[src/rtl/rstseq_pkg.sv]
package rstseq_pkg;
  typedef enum logic [2:0] {
    ST_INIT    = 3'd0,
    ST_WAITBOD = 3'd1,
    ST_DELAY   = 3'd2,
    ST_HOLD    = 3'd3,
    ST_RUN     = 3'd4,
    ST_WAKE    = 3'd5
  } seq_state_e;

  typedef enum logic [1:0] {
    CAUSE_POWER = 2'd0,
    CAUSE_BROWN = 2'd1,
    CAUSE_PIN   = 2'd2,
    CAUSE_WAKE  = 2'd3
  } cause_e;

  function automatic int unsigned max_u(input int unsigned a, input int unsigned b);
    return (a > b) ? a : b;
  endfunction
endpackage

[src/rtl/rstseq_sync.sv]
module rstseq_sync #(
  parameter int unsigned STAGES = 2,
  parameter logic        RST_VAL = 1'b0
) (
  input  logic clk,
  input  logic rst,
  input  logic d,
  output logic q
);
  logic [STAGES-1:0] chain;

  always_ff @(posedge clk) begin
    if (rst) chain <= {STAGES{RST_VAL}};
    else     chain <= {chain[STAGES-2:0], d};
  end

  assign q = chain[STAGES-1];
endmodule

[src/rtl/rstseq_timer.sv]
module rstseq_timer #(
  parameter int unsigned CW = 8
) (
  input  logic          clk,
  input  logic          rst,
  input  logic          en,
  input  logic          clr,
  input  logic [CW-1:0] len,
  output logic          done
);
  logic [CW-1:0] cnt;

  always_ff @(posedge clk) begin
    if (rst || clr) cnt <= '0;
    else if (en)    cnt <= cnt + CW'(1);
  end

  assign done = en && (cnt == len - CW'(1));

  // a running count never passes the selected length
  a_r3_count_in_range: assert property (@(posedge clk) disable iff (rst)
    (en && !clr && len != '0) |-> (cnt < len));
endmodule

[src/rtl/rst_sequencer.sv]
module rst_sequencer
  import rstseq_pkg::*;
#(
  parameter int unsigned INIT_CYC    = 2860,
  parameter int unsigned SUT0        = 16,
  parameter int unsigned SUT1        = 512,
  parameter int unsigned SUT2        = 4096,
  parameter int unsigned SUT3        = 16384,
  parameter int unsigned SYNC_STAGES = 2
) (
  input  logic       clk,
  input  logic       rst,
  input  logic       bod_en,
  input  logic       bod_ok,
  input  logic       rst_pin_n,
  input  logic       wake,
  input  logic [1:0] sut_sel,
  output logic       int_rst,
  output logic       clk_stable,
  output logic [1:0] reset_cause
);
  localparam int unsigned SUT_TAB [4] = '{SUT0, SUT1, SUT2, SUT3};
  localparam int unsigned MAXC = max_u(max_u(INIT_CYC, max_u(SUT0, SUT1)), max_u(SUT2, SUT3));
  localparam int unsigned CW   = $clog2(MAXC + 1);

  seq_state_e    state, state_n;
  cause_e        cause_q, cause_n;
  logic [1:0]    sel_q;
  logic          load_sel;
  logic          pin_s;
  logic          brown_ok, brown_drop;
  logic          tmr_en, tmr_clr, tmr_done;
  logic [CW-1:0] tmr_len;

  rstseq_sync #(.STAGES(SYNC_STAGES), .RST_VAL(1'b0)) u_pin_sync (
    .clk(clk), .rst(rst), .d(rst_pin_n), .q(pin_s)
  );

  assign brown_ok   = !bod_en || bod_ok;
  assign brown_drop = bod_en && !bod_ok;

  assign tmr_en  = (state == ST_INIT) || (state == ST_DELAY) || (state == ST_WAKE);
  assign tmr_clr = (state_n != state);
  assign tmr_len = (state == ST_INIT) ? CW'(INIT_CYC) : CW'(SUT_TAB[sel_q]);

  rstseq_timer #(.CW(CW)) u_timer (
    .clk(clk), .rst(rst), .en(tmr_en), .clr(tmr_clr), .len(tmr_len), .done(tmr_done)
  );

  always_comb begin
    state_n  = state;
    cause_n  = cause_q;
    load_sel = 1'b0;
    unique case (state)
      ST_INIT: if (tmr_done) begin
        if (brown_ok) begin
          state_n  = ST_DELAY;
          load_sel = 1'b1;
        end else begin
          state_n = ST_WAITBOD;
        end
      end
      ST_WAITBOD: if (brown_ok) begin
        state_n  = ST_DELAY;
        load_sel = 1'b1;
      end
      ST_DELAY: if (tmr_done) state_n = pin_s ? ST_RUN : ST_HOLD;
      ST_HOLD:  if (pin_s) state_n = ST_RUN;
      ST_RUN: begin
        if (!pin_s) begin
          state_n = ST_HOLD;
          cause_n = CAUSE_PIN;
        end else if (wake) begin
          state_n  = ST_WAKE;
          cause_n  = CAUSE_WAKE;
          load_sel = 1'b1;
        end
      end
      ST_WAKE: if (tmr_done) state_n = ST_RUN;
      default: state_n = ST_INIT;
    endcase
    if (brown_drop && state != ST_INIT) begin
      state_n  = ST_WAITBOD;
      load_sel = 1'b0;
      if (state != ST_WAITBOD) cause_n = CAUSE_BROWN;
    end
  end

  always_ff @(posedge clk) begin
    if (rst) begin
      state      <= ST_INIT;
      cause_q    <= CAUSE_POWER;
      sel_q      <= 2'd0;
      int_rst    <= 1'b1;
      clk_stable <= 1'b0;
    end else begin
      state      <= state_n;
      cause_q    <= cause_n;
      if (load_sel) sel_q <= sut_sel;
      int_rst    <= !((state_n == ST_RUN) || (state_n == ST_WAKE));
      clk_stable <= (state_n == ST_RUN) || (state_n == ST_HOLD);
    end
  end

  assign reset_cause = cause_q;

  // reset state appears one edge after rst is seen
  a_r1_reset_state: assert property (@(posedge clk)
    rst |=> (int_rst && !clk_stable && reset_cause == 2'd0));

  // a brown-out reasserts reset and drops the clock flag at the next edge
  a_r7_brownout_reasserts: assert property (@(posedge clk) disable iff (rst)
    (bod_en && !bod_ok) |=> (int_rst && !clk_stable));

  // a low synchronized pin keeps internal reset high
  a_r6_pin_holds_reset: assert property (@(posedge clk) disable iff (rst)
    (!pin_s && state != ST_WAKE) |=> int_rst);

  // the wake delay never asserts internal reset
  a_r8_wake_no_reset: assert property (@(posedge clk) disable iff (rst)
    (state == ST_WAKE) |-> (!int_rst && !clk_stable));

  // clock flag only once the delay has completed
  a_r10_stable_after_delay: assert property (@(posedge clk) disable iff (rst)
    clk_stable |-> (state == ST_RUN || state == ST_HOLD));
endmodule

[config.mk]
export PLATFORM = sky130hd
export DESIGN_NAME = rst_sequencer
export DESIGN_NICKNAME = d
export VERILOG_FILES = /design/src/rtl/rstseq_pkg.sv /design/src/rtl/rstseq_sync.sv /design/src/rtl/rstseq_timer.sv /design/src/rtl/rst_sequencer.sv
export SDC_FILE = /design/constraint.sdc
export NUM_CORES = 1
export LEC_CHECK = 0
export ABC_AREA = 0
export BUFFER_PORTS_ARGS = -buffer_cell sky130_fd_sc_hd__buf_2
export CORE_ASPECT_RATIO = 1.4
export CORE_MARGIN = 4
export CORE_UTILIZATION = 50
export DETAILED_ROUTE_END_ITERATION = 6
export PLACE_DENSITY = 0.78
export SKIP_LAST_GASP = 1
export SYNTH_ARGS = -nofsm -noshare
export SYNTH_HDL_FRONTEND = slang
export SYNTH_SLANG_ARGS = --single-unit
export TNS_END_PERCENT = 5
[constraint.sdc]
create_clock -name clk -period 2.55 [get_ports clk]
set_input_delay 0.1275 -clock clk [delete_from_list [all_inputs] [get_ports clk]]
set_output_delay 0.1275 -clock clk [all_outputs]
set_load 0.03 [all_outputs]
# --- Word level (Yosys, flattened, before mapping) ---
# Cells that the tools add are included.
classes:
  order_cmp: 1
  n_mux: 26
  eq_ne: 11
  add_sub_neg: 2
  n_reduce_logical: 14
  bitwise: 1
ops:
  columns: ["cell", "count"]
  rows:
  - ["$bmux 32 s2", 1]
  - ["$mux 15", 3]
  - ["$mux 3", 9]
  - ["$pmux 3 s6", 1]
  - ["$add 15x1->15 const B", 1]
  - ["$eq 15x15->1", 1]
  - ["$sub 15x1->15 const B", 1]
  - ["$eq 3x3->1 const B", 4]
  - ["$mux 2", 6]
  - ["$eq 3x2->1 const B", 3]
  - ["$logic_or 1x1->1", 6]
  - ["$mux 1", 5]
  - ["$eq 3x1->1 const B", 1]
  - ["$ge 3x3->1 const B", 1]
  - ["$logic_and 1x1->1", 3]
  - ["$logic_not 1->1", 3]
  - ["$logic_not 3->1", 1]
  - ["$ne 3x1->1 const B", 1]
  - ["$ne 3x3->1", 1]
  - ["$not 2->3", 1]
  - ["$pmux 1 s3", 1]
  - ["$reduce_bool 3->1", 1]
word_totals:
  out_inout_bits: 4
  register_bits: 26
  input_bits: 8
  elab_cells: 62

# --- Logic depth before layout (Yosys ltp) ---
# Gate-level depths: netlist of the first run.
depth:
  word_depth: 14
  ltp_mapped: 8
  depth_no_buf: 7

# --- By module ---
# A second synthesis of the first run with hierarchy kept.
hier_totals:
  hier_cells: 221
  hier_area_um2: 1760.4
modules_own_cells:
  columns: ["module", "instances", "cells_each", "area_per_inst_um2", "seq_area_each_um2"]
  rows:
  - ["rstseq_timer", 1, 139, 1114.8, 300.3]
  - ["rst_sequencer", 1, 78, 593.1, 180.2]
  - ["rstseq_sync", 1, 4, 52.6, 40.0]

# --- Least setup slack after synthesis of the first run ---
# Ideal clock, no wire load.
synth_path:
  path_kind: "reg-to-reg"
  startpoint: "register u_timer.cnt[4]"
  endpoint: "register u_timer.cnt[0]"
  setup_slack_ns: 0.464
  t_required_ns: 2.435
  synth_period_minus_slack_ns: 2.086
  setup_ns: 0.115
  n_path_buf: 1
  arrival_time_ns: 1.972
  stages_incl_launch_ff: 8
  path_cell_list: "dfxtp_1 or3_1 a221oi_1 o311ai_1 or3_4 mux2i_4 buf_6 nor2_1"
synth_via:
  elab_chain_cells: 7
  word_cells_on_any_way: 9
  cone_classes: "eq/ne (2); mux (5); reduce/logical (2)"
synth_lines:
  columns: ["item", "line_no", "rtl"]
  rows:
  - ["start: declaration", "rstseq_timer.sv:11", "logic [CW-1:0] cnt;"]
  - ["start signal: assignment", "rstseq_timer.sv:15", "else if (en) cnt <= cnt + CW'(1);"]
  - ["$eq 15x15->1 *", "rstseq_timer.sv:18", "assign done = en && (cnt == len - CW'(1));"]
  - ["$logic_and 1x1->1 *", "rstseq_timer.sv:18", null]
  - ["$mux 3 (on tied branches)", "rst_sequencer.sv:79, rst_sequencer.sv:55, rst_sequencer.sv:67", null]
  - ["$pmux 3 s6 *", "rst_sequencer.sv:54", "unique case (state)"]
  - ["$mux 3 *", "rst_sequencer.sv:82", "if (brown_drop && state != ST_INIT) begin"]
  - ["$ne 3x3->1 *", "rst_sequencer.sv:43", "assign tmr_clr = (state_n != state);"]
  - ["$logic_or 1x1->1 *", "rstseq_timer.sv:14", "if (rst || clr) cnt <= '0;"]
# Every way passes the cells marked *; elsewhere a longest branch is shown, timed or not.
# A chain may end at the register's enable or synchronous reset.

# --- Final worst setup path of the first run ---
layout_path:
  startpoint: "register u_timer.cnt[4]"
  endpoint: "register u_timer.cnt[10]"
layout_via:
  elab_chain_cells: 7
  word_cells_on_any_way: 10
  cone_classes: "add/sub (1); eq/ne (2); mux (5); reduce/logical (2)"
layout_lines:
  columns: ["item", "line_no"]
  rows:
  - ["$eq 15x15->1", "rstseq_timer.sv:18"]
  - ["$logic_and 1x1->1", "rstseq_timer.sv:18"]
  - ["$mux 3 (on tied branches)", "rst_sequencer.sv:79, rst_sequencer.sv:55, rst_sequencer.sv:67"]
  - ["$pmux 3 s6", "rst_sequencer.sv:54"]
  - ["$mux 3", "rst_sequencer.sv:82"]
  - ["$ne 3x3->1", "rst_sequencer.sv:43"]
  - ["$logic_or 1x1->1", "rstseq_timer.sv:14"]
# Several ways; a longest one is shown, not always the timed one.

==> results of run 1 <==
per-layer routing:
| layer | global-route usage, % | part of all wire, % |
|---|---|---|
| met5 | 0 | 0 |
| met4 | 8.03 | 1.8 |
| met3 | 3.48 | 3.7 |
| met2 | 30.2 | 52 |
| met1 | 21.6 | 42 |
layout make-up:
class | count | area share (%)
Multi-Input combinational cell | 151 | 56.0
Timing Repair Buffer | 16 | 5.58
Clock buffer | 4 | 3.32
Sequential cell | 26 | 31.4
Inverter | 4 | 0.905
Tap cell | 37 | 2.79
synthesized netlist by cell type (3+ instances only):
cell / instances / area, µm²
a21oi_1: 9 / 45.0
and3_1: 5 / 31.3
clkbuf_1: 8 / 30.0
dfxtp_1: 26 / 521
inv_1: 4 / 15.0
mux2i_1: 4 / 40.0
nand2_1: 10 / 37.5
nand2b_1: 3 / 18.8
nand3_1: 10 / 50.1
nand3b_1: 3 / 22.5
nor2_1: 27 / 101
nor2b_1: 6 / 37.5
nor3_1: 9 / 45.0
o21ai_0: 14 / 70.1
or3_1: 4 / 25.0
xnor2_1: 3 / 26.3
xor2_1: 11 / 96.3
worst paths after layout:
kind                            slack [ns]  cells after the start             endpoint
worst min-delay path                  0.07                      2  u_pin_sync.chain[0]
worst max-delay path                  0.18                      6      u_timer.cnt[10]
worst min register to register        0.44                      1  u_pin_sync.chain[1]
worst max register to register        0.18                      6      u_timer.cnt[10]
critical path: stages, from the launching register on:
cell and delay (ns):
dfxtp_1 0.35, or3_1 0.41, a221oi_1 0.28, o311ai_1 0.20, or3_4 0.47, mux2i_4 0.43
nor2_1 0.10
report_power, final:
group / internal [µW] / total (µW) / leakage [µW] / switching [µW]
Sequential: 411 / 418 / 0.000210 / 6.52
Clock: 138 / 263 / 0.0000288 / 125
Combinational: 19.2 / 43.8 / 0.000379 / 24.6
flip-flops by register name, summed over array words and instances (netlist names):
signal	count
state	3
int_rst	1
reset_cause	2
u_pin_sync.chain	2
u_timer.cnt	15
sel_q	2
clk_stable	1
cells by family (layout without fill, tap and decap cells):
group	count (synthesis)	count (layout)	synth area share (%)
compound gates	42	42	17.8
xor+xnor	14	14	8.11
fa+ha+maj	1	1	0.828
buf+inv	14	24	4.06
flops	26	26	34.4
mux	6	6	4.88
simple gates	88	88	29.9
metrics by stage:
| step | utilization (%) | total power [µW] | hold slack, ns | setup WS [ns] | instances |
|---|---|---|---|---|---|
| 2_1_floorplan | - | 458 | 0.256 | 0.464 | 191 |
| 3_3_place_gp | 55.7 | 469 | 0.341 | 0.308 | 234 |
| 3_5_place_dp | 55.7 | 471 | 0.345 | 0.225 | 234 |
| 4_1_cts | 57.7 | 730 | 0.0659 | 0.198 | 238 |
| 5_1_grt | 57.7 | 761 | 0.0949 | 0.0537 | 238 |
| 6_report | 57.7 | 725 | 0.0654 | 0.182 | 238 |
placed cells by master (no fill, tap or decap), drive strengths merged, types with 4 or more instances in the layout:
master | netlist | routed
o21ai | 14 | 14
xor2 | 11 | 11
and3 | 6 | 6
nand2 | 10 | 10
nor2 | 27 | 27
inv | 4 | 4
nor2b | 6 | 6
or3 | 5 | 5
buf | 2 | 16
a21oi | 9 | 9
mux2i | 5 | 5
nor3 | 9 | 9
clkbuf | 8 | 4
dfxtp | 26 | 26
nand3 | 10 | 10
==> key figures, run 1 <==
Floorplan
  – Core region area: 2880 µm²
  – Starting density of the core: 52.5%
  – Width of the die: 54.5 µm
  – FP Rows: 23
  – Floorplan die height: 73.1 µm
  – Full die area: 3980 µm²
  – # IOs: 12

Placed design
  – Global placer's final weighted congestion: 0.918
  – Detailed placement HPWL: 2380 µm
  – Port buffer count: 11
  – Placed Instance Area: 1600 µm²

Clock tree
  – Clock tree from TritonCTS: built
  – CTS Hold Buffers Added: 0
  – Count of H-tree levels built during CTS: 1
  – Clock buffer count from CTS: 3
  – Post-CTS setup buffers: 0
  – Cells resized by post-CTS repair: 0
  – Clock latency reported for the late side of the worst-skew pair: 0.27 ns
  – Clk sink count: 26
  – Max Root-Sink Buffers: 2
  – Master cell of the clock root buffer: clkbuf_8
  – Worst-path clk slew: 0.09 ns

Setup path
  – Worst Setup Path Type: reg2reg
  – Data arrival time at the worst-slack endpoint: 2.51 ns
  – Required arrival time at the worst endpoint: 2.69 ns
  – Reg-to-reg startpoint: u_timer.cnt[4]
  – Kind of end point of the critical path: flip-flop
  – Startpoint of the most critical setup path: u_timer.cnt[4]
  – Worst-path fanout max: 15
  – Crit path launch type: flip-flop

Synth
  – Most common flop cell mapped by yosys: dfxtp_1
  – Number of warning messages in the yosys log: 0
  – Proportion of synthesized chip area in sequential cells: 34.4%
  – Post-synth EDFFs: 0
  – Average cell area after synthesis: 7.91 µm²
  – Post-synthesis cell count: 191
  – Fraction of synthesis flops using an asynchronous set or reset pin: 0%
  – Number of synthesized register bits: 26
  – Net count after synthesis: 200
  – Count of distinct cell types in the synthesized netlist: 44
  – Post-Syn Area: 1510 µm²

Detailed routing
  – First-pass iteration count of the detailed router: 4
  – Detailed Route WL: 3250 µm
  – DRC Markers: 0
  – Post-DRT Antenna Nets: 0
  – Vias after detailed routing: 1382
  – WL/cell: 13.6 µm
  – Post-DR vias/cell: 5.81
  – Violation count after the first detailed-routing iteration: 42

Run status
  – Run status: complete, no violations

STA
  – Final number of hold-violating endpoints: 0
  – Worst clock skew: 0.00332 ns
  – Min Tclk post-route: 2.37 ns
  – Maximum frequency from static timing analysis: 422 MHz
  – Final period utilization: 92.9%
  – Unrepaired setup endpoints after global routing: no
  – Post-Route Setup TNS: 0 ns
  – Total setup violations reported at the end of the flow: 0
  – Relative slew slack: 66.4%
  – Total count of max-transition violations in the final report: 0
  – Measured slew at the worst slew-check pin: 0.497 ns

Hold path
  – Path category of the worst min-delay check: in2reg
  – Source of the worst hold timing path: rst_pin_n

Global route
  – Overall fraction of global-route tracks in use: 18.1%
  – First-pass GRT wire length: 5460 µm
  – Number of antenna violations at the first check in global routing: 0
  – Remaining global-route overflow: 0
  – Largest net degree at the start of global routing: 24
  – Via count of the first global-routing pass: 1318

Final layout
  – Share of final-layout standard cells stronger than drive strength 1: 12.9%
  – Filler cells: 266
  – Footprint of the multi-input gates: 930 µm²
  – Inserted Diodes: 0
  – Signed area change from the synthesized netlist to the final layout: 9.77%
  – Flip-flop and latch area: 520 µm²
  – Final Net Count: 211
  – Post-route cell area: 1660 µm²

Flow run
  – Number of max-cap violations: 0

Power and ir drop
  – Worst voltage drop across the vdd grid: 250 µV
  – Power per standard cell area: 437 nW/µm²
  – Leakage power figure: 0.000618 µW
Note: power is estimated with default switching activity, not from simulation.
==> run 2, diff against run 1 <==
==> constraint.sdc (replaced) <==
create_clock -name clk -period 2.93 [get_ports clk]
set_input_delay 0.586 -clock clk [delete_from_list [all_inputs] [get_ports clk]]
set_output_delay 0.586 -clock clk [all_outputs]
set_load 0.03 [all_outputs]
==> run 2 against run 1 <==
Final area is 1.7% lower. First-iteration DRC count is 19% higher. Non-clock buffer count is 2 lower. Via count is 0.65% lower.
==> key figures, run 2 (same netlist as run 1, synthesis figures left out) <==
Run status
  – Run status: complete, no violations

Floorplan
  – Core region area: 2880 µm² (unchanged)
  – Full die area: 3980 µm² (unchanged)
  – Floorplan die height: 73.1 µm (unchanged)
  – Starting density of the core: 52.5% (unchanged)
  – Width of the die: 54.5 µm (unchanged)
  – # IOs: 12 (unchanged)
  – FP Rows: 23 (unchanged)

Final layout
  – Most common library cell in the layout ignoring fill and taps: nor2_1
  – Final Net Count: 209 (-0.95%)
  – Share of final-layout standard cells stronger than drive strength 1: 11.6% (-1.3 points)
  – Top Registers: u_timer.cnt: 15 flops, state: 3 flops
  – Commonest cells after routing, fill and taps aside: 27 x nor2_1, 26 x dfxtp_1, 14 x o21ai_0
  – Number of non-filler instances in the completed layout: 235 (-1.3%)
  – Final design utilization: 56.7% (-1.0 points)
  – Max FFs per register: 15 (unchanged)
  – Inserted Diodes: 0 (unchanged)
  – Signed area change from the synthesized netlist to the final layout: 7.86%
  – Biggest register: u_timer.cnt

Setup path
  – Endpoint of the most critical setup path: u_timer.cnt[13]
  – Kind of end point of the critical path: flip-flop
  – Setup slack of the most critical reg-to-reg path: 0.53 ns (+0.35 ns)
  – Data arrival time at the worst-slack endpoint: 2.54 ns (+0.03 ns)
  – Crit path launch type: flip-flop
  – R2R depth: 6 (unchanged)
  – Startpoint of the most critical setup path: state[0]
  – Required arrival time at the worst endpoint: 3.07 ns (+0.38 ns)
  – Worst-path fanout max: 17 (+2)
  – Capture point of the worst reg-to-reg path: u_timer.cnt[13]
  – Reg-to-reg startpoint: state[0]
  – Worst Setup Path Type: reg2reg

STA
  – Measured slew at the worst slew-check pin: 0.538 ns (+0.0403 ns)
  – Total setup violations reported at the end of the flow: 0 (unchanged)
  – Relative slew slack: 63.7% (-2.7 points)
  – Worst clock skew: 0.00621 ns (+0.00289 ns)
  – Final period utilization: 81.8% (-11 points)
  – Worst hold margin: 0.453 ns (+0.388 ns)
  – Final number of hold-violating endpoints: 0 (unchanged)
  – Maximum frequency from static timing analysis: 417 MHz (-1.2%)
  – Unrepaired setup endpoints after global routing: no
  – Total count of max-transition violations in the final report: 0 (unchanged)
  – Min Tclk post-route: 2.40 ns (+0.0282 ns)
  – Post-Route Setup TNS: 0 ns (unchanged)
  – Setup WS post-layout: 0.534 ns (+0.352 ns)

Placed design
  – Port buffer count: 11 (unchanged)
  – Pre-CTS setup slack: 0.551 ns (+0.326 ns)
  – Detailed placement HPWL: 2570 µm (+8.0%)
  – Global placer's final weighted congestion: 0.938 (+2.1%)
  – Inst Count DP: 232 (-0.85%)

Power and ir drop
  – NetSw: 136 µW (-13%)
  – Power per standard cell area: 370 nW/µm² (-15%)
  – Logic pwr share: 6.4% (+0.3 points)
  – Worst voltage drop across the vdd grid: 287 µV (+15%)
  – Net switching share of the total power: 22.6% (+1.0 points)
  – Cell-internal power: 467 µW (-18%)
  – Leakage power figure: 0.000601 µW (-2.7%)
  – Clock network fraction of design power: 33.3% (-3.0 points)
  – Share of total power in sequential cells: 60.3% (+2.6 points)

Global route
  – First-pass GRT wire length: 5660 µm (+3.7%)
  – Number of antenna violations at the first check in global routing: 0 (unchanged)
  – Largest net degree at the start of global routing: 24 (unchanged)
  – Overall fraction of global-route tracks in use: 19.4% (+1.4 points)
  – Remaining global-route overflow: 0 (unchanged)
  – Via count of the first global-routing pass: 1302 (-1.2%)

Clock tree
  – Master cell of the clock root buffer: clkbuf_8
  – Clock buffer count from CTS: 3 (unchanged)
  – CTS Hold Buffers Added: 0 (unchanged)
  – Max Root-Sink Buffers: 2 (unchanged)
  – Clk sink count: 26 (unchanged)
  – Clock latency reported for the late side of the worst-skew pair: 0.27 ns (about the same)
  – Clock tree from TritonCTS: built
  – Cells resized by post-CTS repair: 0 (unchanged)
  – Worst-path clk slew: 0.08 ns (about the same)
  – Count of H-tree levels built during CTS: 1 (unchanged)
  – Post-CTS setup buffers: 0 (unchanged)

Detailed routing
  – Detailed Route WL: 3410 µm (+5.0%)
  – Post-DRT Antenna Nets: 0 (unchanged)
  – DRC Markers: 0 (unchanged)
  – Violation count after the first detailed-routing iteration: 50 (+19%)
  – First-pass iteration count of the detailed router: 4 (unchanged)
  – WL/cell: 14.5 µm (+6.4%)
  – Post-DR vias/cell: 5.84 (+0.62%)
  – Vias after detailed routing: 1373 (-0.65%)

Hold path
  – Path category of the worst min-delay check: reg2reg

Flow run
  – Number of max-cap violations: 0 (unchanged)
## run 2: critical path, cell delays in order (launching register included)
cell     delay [ns]
dfxtp_1        0.49
or3_1          0.43
nor4_1         0.32
a21oi_1        0.11
or3_4          0.39
mux2i_4        0.43
nor2_1         0.11
## run 2: per-layer routing
| layer | routed length, µm | vias to the layer above | track usage, % |
|---|---|---|---|
| met5 | 0 | - | 0 |
| met4 | 98 | 0 | 11.4 |
| met3 | 54 | 8 | 2.66 |
| met2 | 1810 | 19 | 34.6 |
| met1 | 1450 | 650 | 20.6 |
| li1 | - | 696 | - |
## run 2: area by class of cell
class	instances	area, µm²
sequential	26	520
fill	287	1250
clock buffer	3	41.3
timing repair buffer	14	77.6
inverter	4	15.0
multi-input combinational	151	930
tap	37	46.3
## run 2: how the worst min path moves through the flow
stage / startpoint / end / slack, ns / cells past startpoint
global placement: u_pin_sync.chain[0] / u_pin_sync.chain[1] / 0.42 / 1
detailed placement: u_pin_sync.chain[0] / u_pin_sync.chain[1] / 0.43 / 1
CTS: u_pin_sync.chain[0] / u_pin_sync.chain[1] / 0.46 / 1
finish: u_pin_sync.chain[0] / u_pin_sync.chain[1] / 0.45 / 1
floorplan: u_pin_sync.chain[0] / u_pin_sync.chain[1] / 0.41 / 1
global route: u_pin_sync.chain[0] / u_pin_sync.chain[1] / 0.48 / 1
## run 2: power groups by stage
| stage | logic, µW | registers, µW | clock network, µW |
|---|---|---|---|
| final | 38.8 | 364 | 201 |
| after global routing | 43.0 | 365 | 215 |
| after CTS | 38.9 | 364 | 205 |
| after detailed placement | 38.8 | 372 | 0 |
| after global placement | 36.6 | 372 | 0 |
| after floorplan | 29.4 | 369 | 0 |
## run 2: stage by stage
step	area (µm²)	power, µW
2_1_floorplan	1510	399
3_3_place_gp	1590	408
3_5_place_dp	1590	411
4_1_cts	1630	608
5_1_grt	1630	623
6_report	1630	603
